**src/rtl/vtc_pkg.sv**
```systemverilog
package vtc_pkg;

    typedef enum logic [1:0] {
        XF_INSTANT = 2'b00,
        XF_ZCROSS  = 2'b01,
        XF_RAMP    = 2'b10,
        XF_RAMPZC  = 2'b11
    } xf_mode_e;

    localparam int COEF_W     = 16;
    localparam int HALV_STEPS = 48;
    localparam longint COEF_ONE   = 65535;
    localparam longint COEF_RATIO = 64596;

    function automatic logic [COEF_W-1:0] frac_coef(input int k);
        longint v;
        v = COEF_ONE;
        for (int i = 0; i < k; i++) begin
            v = (v * COEF_RATIO + longint'(2 ** (COEF_W - 1))) >>> COEF_W;
        end
        return COEF_W'(v);
    endfunction

endpackage

```
**src/rtl/vtc_gain.sv**
```systemverilog
module vtc_gain #(
    parameter int SW = 16,
    parameter int LW = 10
) (
    input  logic signed [SW-1:0] smp,
    input  logic                 inv,
    input  logic [LW-1:0]        level,
    output logic signed [SW-1:0] y
);
    import vtc_pkg::*;

    localparam int IDX_W = $clog2(HALV_STEPS);
    localparam int PW    = SW + COEF_W + 2;
    localparam logic [LW-1:0]        MUTE_LVL = {LW{1'b1}};
    localparam logic signed [SW-1:0] SMIN     = {1'b1, {(SW-1){1'b0}}};
    localparam logic signed [SW:0]   SMAX_X   = {2'b00, {(SW-1){1'b1}}};
    localparam logic signed [PW-1:0] RND      = PW'(2 ** (COEF_W - 1));

    logic [COEF_W-1:0] frac [HALV_STEPS];

    for (genvar k = 0; k < HALV_STEPS; k++) begin : g_frac
        assign frac[k] = frac_coef(k);
    end

    logic [LW-1:0]        idx_full;
    logic [LW-1:0]        shift;
    logic [COEF_W-1:0]    coef;
    logic signed [SW:0]   x;
    logic signed [COEF_W:0] coef_s;
    logic signed [PW-1:0] prod;
    logic signed [PW-1:0] rnd;

    always_comb begin
        idx_full = level % LW'(HALV_STEPS);
        shift    = level / LW'(HALV_STEPS);
        coef     = frac[idx_full[IDX_W-1:0]] >> shift;
        if (!inv)
            x = {smp[SW-1], smp};
        else if (smp == SMIN)
            x = SMAX_X;
        else
            x = -{smp[SW-1], smp};
        coef_s = {1'b0, coef};
        prod   = PW'(x) * PW'(coef_s);
        rnd    = (prod + RND) >>> COEF_W;
        y      = (level == MUTE_LVL) ? '0 : $signed(rnd[SW-1:0]);
    end

endmodule

```
**src/rtl/vtc_chan.sv**
```systemverilog
module vtc_chan #(
    parameter int SW = 16,
    parameter int LW = 10,
    parameter int TW = 10
) (
    input  logic                 clk,
    input  logic                 rst_n,
    input  logic                 stb,
    input  logic signed [SW-1:0] smp,
    input  logic [LW-1:0]        target,
    input  logic [1:0]           mode,
    output logic [LW-1:0]        level
);
    import vtc_pkg::*;

    localparam logic [TW-1:0] TMO_MAX = {TW{1'b1}};

    typedef struct packed {
        logic [LW-1:0] level;
        logic [SW-1:0] prev;
        logic [TW-1:0] tmo;
    } chan_st_t;

    chan_st_t st_d, st_q;
    xf_mode_e xf;
    logic     zc;
    logic     fire;
    logic [LW-1:0] step;

    always_comb begin
        st_d = st_q;
        xf   = xf_mode_e'(mode);
        zc   = (smp == '0) || (smp[SW-1] != st_q.prev[SW-1]);
        fire = !xf[0] || zc || (st_q.tmo == TMO_MAX);
        step = (target > st_q.level) ? st_q.level + 1'b1 : st_q.level - 1'b1;
        if (stb)
            st_d.prev = smp;
        if (st_q.level == target) begin
            st_d.tmo = '0;
        end else if (xf == XF_INSTANT) begin
            st_d.level = target;
            st_d.tmo   = '0;
        end else if (stb) begin
            if (fire) begin
                st_d.level = xf[1] ? step : target;
                st_d.tmo   = '0;
            end else begin
                st_d.tmo = st_q.tmo + 1'b1;
            end
        end
    end

    always_ff @(posedge clk) begin
        if (!rst_n)
            st_q <= '0;
        else
            st_q <= st_d;
    end

    assign level = st_q.level;

    assert_ramp_step_R6: assert property (@(posedge clk) disable iff (!rst_n)
        (mode[1]) |=> (level == $past(level) || level == $past(level) + 1'b1
                       || level == $past(level) - 1'b1));

    assert_hold_between_frames_R9: assert property (@(posedge clk) disable iff (!rst_n)
        (mode != 2'b00 && !stb) |=> $stable(level));

    assert_timeout_forces_R8: assert property (@(posedge clk) disable iff (!rst_n)
        (stb && mode[0] && st_q.tmo == TMO_MAX && level != target)
        |=> (level != $past(level)));

endmodule

```
**src/rtl/vol_transition.sv**
```systemverilog
module vol_transition #(
    parameter int SW = 16,
    parameter int VW = 8,
    parameter int TW = 10
) (
    input  logic                 clk,
    input  logic                 rst_n,
    input  logic                 frame_stb,
    input  logic signed [SW-1:0] in_l,
    input  logic signed [SW-1:0] in_r,
    input  logic [VW-1:0]        vol_a,
    input  logic [VW-1:0]        vol_b,
    input  logic                 mute_a,
    input  logic                 mute_b,
    input  logic                 single_vol,
    input  logic [1:0]           mode,
    input  logic                 inv_a,
    input  logic                 inv_b,
    output logic signed [SW-1:0] out_l,
    output logic signed [SW-1:0] out_r,
    output logic                 out_vld
);
    localparam int LW = VW + 2;
    localparam int NCH = 2;
    localparam logic [LW-1:0] MUTE_LVL = {LW{1'b1}};

    typedef struct packed {
        logic [SW-1:0] out_l;
        logic [SW-1:0] out_r;
        logic          vld;
    } top_st_t;

    top_st_t top_d, top_q;

    logic signed [SW-1:0] smp   [NCH];
    logic [VW-1:0]        code  [NCH];
    logic                 mute  [NCH];
    logic                 inv   [NCH];
    logic [LW-1:0]        tgt   [NCH];
    logic [LW-1:0]        lvl   [NCH];
    logic signed [SW-1:0] y     [NCH];

    assign smp[0]  = in_l;
    assign smp[1]  = in_r;
    assign code[0] = vol_a;
    assign code[1] = single_vol ? vol_a : vol_b;
    assign mute[0] = mute_a;
    assign mute[1] = mute_b;
    assign inv[0]  = inv_a;
    assign inv[1]  = inv_b;

    for (genvar c = 0; c < NCH; c++) begin : g_ch
        assign tgt[c] = mute[c] ? MUTE_LVL : {code[c], 2'b00};

        vtc_chan #(.SW(SW), .LW(LW), .TW(TW)) u_chan (
            .clk    (clk),
            .rst_n  (rst_n),
            .stb    (frame_stb),
            .smp    (smp[c]),
            .target (tgt[c]),
            .mode   (mode),
            .level  (lvl[c])
        );

        vtc_gain #(.SW(SW), .LW(LW)) u_gain (
            .smp   (smp[c]),
            .inv   (inv[c]),
            .level (lvl[c]),
            .y     (y[c])
        );
    end

    always_comb begin
        top_d     = top_q;
        top_d.vld = frame_stb;
        if (frame_stb) begin
            top_d.out_l = y[0];
            top_d.out_r = y[1];
        end
    end

    always_ff @(posedge clk) begin
        if (!rst_n)
            top_q <= '0;
        else
            top_q <= top_d;
    end

    assign out_l   = $signed(top_q.out_l);
    assign out_r   = $signed(top_q.out_r);
    assign out_vld = top_q.vld;

    assert_mute_zero_R4: assert property (@(posedge clk) disable iff (!rst_n)
        (frame_stb && lvl[0] == MUTE_LVL) |=> (out_l == '0));

    assert_shared_level_R11: assert property (@(posedge clk) disable iff (!rst_n)
        (single_vol && mode == 2'b00 && mute_a == mute_b) |=> (lvl[0] == lvl[1]));

    assert_out_quiet_R2: assert property (@(posedge clk) disable iff (!rst_n)
        (!frame_stb) |=> ($stable(out_l) && $stable(out_r)));

endmodule

```
**config.mk**
```make
export PLATFORM = sky130hd
export DESIGN_NAME = vol_transition
export DESIGN_NICKNAME = d
export VERILOG_FILES = /design/src/rtl/vtc_pkg.sv /design/src/rtl/vtc_gain.sv /design/src/rtl/vtc_chan.sv /design/src/rtl/vol_transition.sv
export SDC_FILE = /design/constraint.sdc
export NUM_CORES = 2
export LEC_CHECK = 0
export BUFFER_PORTS_ARGS = -buffer_cell sky130_fd_sc_hd__buf_2
export CAP_MARGIN = 20
export CELL_PAD_IN_SITES_DETAIL_PLACEMENT = 1
export CELL_PAD_IN_SITES_GLOBAL_PLACEMENT = 1
export CORE_ASPECT_RATIO = 1.5
export CORE_MARGIN = 1
export CORE_UTILIZATION = 28
export CTS_BUF_LIST = sky130_fd_sc_hd__clkbuf_4 sky130_fd_sc_hd__clkbuf_8 sky130_fd_sc_hd__clkbuf_16
export CTS_CLUSTER_SIZE = 30
export DETAILED_ROUTE_END_ITERATION = 7
export GPL_TIMING_DRIVEN = 0
export HOLD_SLACK_MARGIN = 0.06
export PLACE_DENSITY_LB_ADDON = 0.12
export SKIP_LAST_GASP = 1
export SYNTH_ARGS = -nofsm -noshare
export SYNTH_HDL_FRONTEND = slang
export SYNTH_HIERARCHICAL = 1
export SYNTH_SLANG_ARGS = --single-unit
export TNS_END_PERCENT = 10
```
**constraint.sdc**
```tcl
create_clock -name clk -period 23.5 [get_ports clk]
set_clock_uncertainty 0.2 [all_clocks]
set_input_delay 1.175 -clock clk [delete_from_list [all_inputs] [get_ports clk]]
set_output_delay 1.175 -clock clk [all_outputs]
set_load 0.02 [all_outputs]
```
* After elaboration in Yosys (flattened, before gate mapping)
Memory sizes are Yosys's and may differ from the RTL's.
Index checks and enable logic that the tools add are counted.
** Cells by class
- Add/sub/neg operators :: 10
- Multipliers :: 2
- Reductions and logical operators :: 17
- Shift operators :: 2
- Divide/modulo/power cells :: 4
- Bitwise operators :: 5
- Multiplexer cells :: 25
- Equality and inequality tests :: 10
- Order comparisons :: 4
** Operator list (count)
- 10-bit two-way mux :: 14
- 16-bit two-way mux :: 6
- 17-bit two-way mux :: 4
- 32-bit by 17-bit adder with 32-bit output, second input constant :: 2
- 17-bit by 17-bit multiplier with 32-bit output :: 2
- 10-bit by 1-bit adder with 10-bit output, second input constant :: 4
- 10-bit equality test, second input constant :: 4
- 17-bit negator :: 2
- 16-bit equality test, second input constant :: 2
- 16-bit logical NOT :: 2
- 16-bit by 10-bit >> shifter with 16-bit output :: 2
- 10-bit by 6-bit divider with 10-bit output, second input constant :: 2
- 10-bit equality test :: 2
- 10-bit greater-than comparator :: 2
- 10-bit by 6-bit remainder unit with 10-bit output, second input constant :: 2
- 10-bit by 1-bit subtractor with 10-bit output, second input constant :: 2
- 7-bit greater-or-equal comparator, second input constant :: 2
- 6-bit NOT with 7-bit output :: 2
- 8-bit two-way mux :: 1
- 1-bit logical OR :: 6
- 3-bit AND reduction :: 2
- 2-bit nonzero test :: 3
- 3-bit OR reduction :: 2
- 1-bit NOT :: 3
- 3 further kinds :: 4
** Storage, ports and cells
- Register bits :: 105
- ROM bits :: 2048
- Bits of input ports :: 58
- Memories :: 2
** Memories
- (name not given) :: words 64, bits a word 16, read ports 1, clocked after Yosys merged registers in 0, write ports 0, line vtc_gain.sv:36 : coef = frac[idx_full[IDX_W-1:0]] >> shift;
- (name not given) :: words 64, bits a word 16, read ports 1, clocked after Yosys merged registers in 0, write ports 0, line vtc_gain.sv:36

* Longest topological paths before layout
- Depth in word-level cells :: 9
- Mapped depth :: 57

* Modules after synthesis
The synthesis kept the hierarchy.
** Modules (own cells, without submodules)
- vtc_gain (g_ch[1].u_gain) :: times used 1, sequential area each 0.0 um2, cells an instance 1805, area each 14162.3 um2
- vtc_gain (g_ch[0].u_gain) :: times used 1, sequential area each 0.0 um2, cells an instance 1786, area each 14129.8 um2
- vtc_chan :: times used 2, sequential area each 420.4 um2, cells an instance 206, area each 1705.4 um2
- vol_transition :: times used 1, sequential area each 660.6 um2, cells an instance 131, area each 1447.6 um2

* Worst setup path after synthesis
No wires, ideal clock.
- Kind :: flip-flop to flip-flop
- From :: register g_ch[1].u_chan.st_q (netlist bit g_ch[1].u_chan/level[2])
- To :: register top_q (netlist bit out_r[13])
- Buffers on the path :: 10
- Required time :: 23.184 ns
- Library setup time :: 0.116 ns
- Clock period less this slack :: 12.019 ns
- Stages on the path, launching flop included :: 56
- Slack :: 11.481 ns
- Arrival time :: 11.703 ns
- Cell sequence :: dfxtp_1 buf_4 clkbuf_1 inv_1 clkbuf_1 clkbuf_1 ha_1 or4b_1 buf_2 nor2_2 o22ai_1 buf_4 xnor2_1 a2111oi_0 nor3b_1 o22a_1 or4_4 buf_6 [... 20 more ...] fa_1 inv_1 fa_1 inv_1 ha_1 a21oi_1 nand4b_1 a21oi_1 o31ai_1 o21ai_1 o31ai_4 a21oi_4 o21bai_4 a2111oi_2 o21ai_1 nor3b_2 mux2i_1 nor2b_1
** RTL lines
- start: declaration :: line vtc_chan.sv:24 : chan_st_t st_d, st_q;
- start signal: assignment :: line vtc_chan.sv:57 : st_q <= st_d;
- end signal: assignment :: line vol_transition.sv:86 : top_q <= top_d;
- end: declaration :: line vol_transition.sv:33 : top_st_t top_d, top_q;

==> run metrics <==
pre-CTS WS 7.21 ns; DR pass1 iterations 5; status completed; Die H 423 um; Clock Sinks 75; top cell type's share of synthesized area 32.2%; Slew HR 18.3%; Multi-input gate area 27700 um2; Worst EP required 23.61 ns; Slew Viols, Final 0; setup TNS 0 ns; setup slack, reg-to-reg about 7.5 ns; Seq. cell area 1500 um2; WP buf/inv 12; DRT antenna net count 0; Max Cap Viol 0; CTS tree built; CP arrival 16.13 ns; fraction of layout cells with a size suffix above 1 just under 9%; grt met3 use 0.905%; post-CTS setup buffer count 0; post-DR vias/cell 5.09; Via Count between 20000 and 30000; H-tree levels 3; Syn Std Cell Area about 33000 um2; antenna violations before repair 3; hold depth 2; f_max about 0.062 GHz; Max FO, Critical Path 12; Post-synth ARST share 0%; clk slew on worst S/H paths 0.07 ns; DRC Markers 0; most used cell along the critical path fa_1; largest net degree at the start of global routing 19; sequential fraction of the synthesis area under 10%; final hold vios 0; kind of critical path reg -> reg; CTS root buf clkbuf_16; Skew-Pair Late Insertion Delay around 0.42 ns; buffers added on ports 88; top-count cell post-synth inv_1; FF+latch count, synth 75; final core occ between 30% and 40%; # hold bufs at CTS 0; die width 283 um; met1 Usage GRT a little under a quarter; worst hold path type reg -> reg; worst-case clock buffer depth 2; Final HPWL DP 109000 um; Worst Reg-to-Reg Cells 49; CP max stage delay 0.70 ns; hold path startpoint out_r[13]$_SDFFE_PN0P_; top cells by area, synth fa_1, ha_1, inv_1; gr usage total 21.9%; ys flop type dfxtp_1; number of global-route vias before repair 33200; Yosys cell types 136; final setup fails 0; GRT Residual Overflow 0; core area ~120000 um2; Avg Inst Size Synth between 8 and 9 um2; GP Congestion 0.906; I/O pin count 91; WL/cell 22.0 um; Tmin final 16.02 ns; initial detailed-routing violation count 1008; Placement Rows 154; most instantiated cells after synthesis inv_1, fa_1, nor2_1; RSZ-0062 raised after global routing no; TritonCTS Buffers 9; Worst setup EP type flop; Nets 5092; GRT busiest layer met2; first-pass GRT wire length between 150000 and 200000 um; crit path launch type flop; post-synth top area cell fa_1; Mapped Nets approximately 5000; part of the cycle the worst path needs 68.2%; cell count along the critical path 49; Routed Wire Length around 130000 um; CTS resizes 0; Reg-to-Reg End out_r[13]$_SDFFE_PN0P_; fin worst setup slack 7.48 ns; Hold Path Sink out_r[13]$_SDFFE_PN0P_; Worst R2R Start g_ch[1].u_chan/level[2]$_SDFFE_PN0P_; Worst Tran Pin Value 1.23 ns; met2 Use GR 44.5%; Slowest-stage cell, CP o31ai_1; Initial Utilization 28.3%; Layout area overhead 8.59%; Post-synth EDFFs 0; Synth Instances 4134; Synth warnings 6; # fillers 14200; Die ar. 120000 um2; Worst path top cell family by delay compound AO/OA/AOI/OAI gates
layer usage:
layer  wire [um]  part of all wire (%)  up-vias
li1            -                     -    13700
met1       48000                    37    15400
met2       72800                    57      416
met3        1810                   1.4      169
met4        5450                   4.3        0
met5           0                     0        -
registers in the layout, summed over array words and instances, names as in the netlist:
name / cells
g_ch.u_chan/level: 20
out_l: 16
out_vld: 1
g_ch.u_chan/st_q: 22
out_r: 16
cells in the final DEF (no fill, tap or decap), types with 21 or more instances in the layout:
| cell | synthesis | final |
|---|---|---|
| a21o_1 | 31 | 31 |
| nand4_1 | 32 | 32 |
| or3_1 | 33 | 33 |
| o21a_1 | 40 | 40 |
| nor3_1 | 72 | 72 |
| and3_1 | 32 | 32 |
| nor4_1 | 28 | 27 |
| nand2b_1 | 27 | 27 |
| o21ai_1 | 24 | 26 |
| xor2_1 | 35 | 35 |
| a21oi_1 | 113 | 113 |
| clkbuf_1 | 104 | 104 |
| fa_1 | 534 | 534 |
| dfxtp_1 | 75 | 75 |
| nand3_1 | 68 | 68 |
| buf_4 | 27 | 43 |
| xnor2_1 | 71 | 71 |
| o21ai_0 | 91 | 89 |
| nand2_1 | 409 | 409 |
| and2_1 | 48 | 48 |
| or2_2 | 22 | 22 |
| a31o_2 | 21 | 21 |
| o211ai_1 | 37 | 37 |
| a31oi_1 | 40 | 39 |
| a211oi_1 | 41 | 41 |
| buf_2 | 32 | 120 |
| nor2_1 | 482 | 482 |
| mux2i_1 | 92 | 92 |
| o22ai_1 | 23 | 23 |
| ha_1 | 248 | 248 |
| nor2b_1 | 68 | 68 |
| inv_1 | 769 | 769 |
how the worst max path moves through the flow:
stage	start	endpoint
2_1_floorplan	g_ch[1].u_chan/level[2]$_SDFFE_PN0P_	out_r[13]$_SDFFE_PN0P_
3_3_place_gp	g_ch[0].u_chan/level[1]$_SDFFE_PN0P_	out_l[14]$_SDFFE_PN0P_
3_5_place_dp	g_ch[0].u_chan/level[1]$_SDFFE_PN0P_	out_l[14]$_SDFFE_PN0P_
4_1_cts	g_ch[0].u_chan/level[1]$_SDFFE_PN0P_	out_l[14]$_SDFFE_PN0P_
5_1_grt	g_ch[1].u_chan/level[2]$_SDFFE_PN0P_	out_r[13]$_SDFFE_PN0P_
6_report	g_ch[1].u_chan/level[2]$_SDFFE_PN0P_	out_r[13]$_SDFFE_PN0P_
worst register-to-register path, delay by kind of cell (launching register included):
| family | cells | cell delay (ns) |
|---|---|---|
| AOI/OAI and AO/OA | 14 | 4.26 |
| xor gates and xnor gates | 1 | 0.68 |
| adders and majority gates | 8 | 3.62 |
| buffers and inverters | 12 | 3.06 |
| DFF | 1 | 0.37 |
| muxes | 2 | 0.43 |
| and+or+nand+nor | 12 | 3.30 |
area by class of cell:
type	count	area share, %
multi-input cells	3080	76.9
inverters	775	8.08
clock buffers	9	0.626
clock inverters	7	0.181
repair buffers	107	1.64
diodes	1	0.00695
flip-flops and latches	75	4.17
plain buffers	204	3.00
well taps	1560	5.42
per-stage QoR:
stage	area, um2	std cells	hold WS, ns
2_1_floorplan	33200	4134	0.280
3_3_place_gp	35500	5782	0.295
3_5_place_dp	35700	5799	0.308
4_1_cts	36000	5815	0.327
5_1_grt	36000	5818	0.345
6_report	36000	5818	0.318
cell families (layout without fill, tap and decap cells):
family,Yosys count,in the layout,synth area share (%)
other,0,1,0
adders and majority gates,784,784,41.7
DFF,75,75,4.53
AOI/OAI and AO/OA,687,687,15.5
and+or+nand+nor,1389,1389,19.6
muxes,113,113,3.73
xor gates and xnor gates,107,107,2.88
buffers and inverters,979,1102,12.0
Power is not shown: default switching activity piles up to over one toggle a cycle in this logic, so the estimate is an artifact.
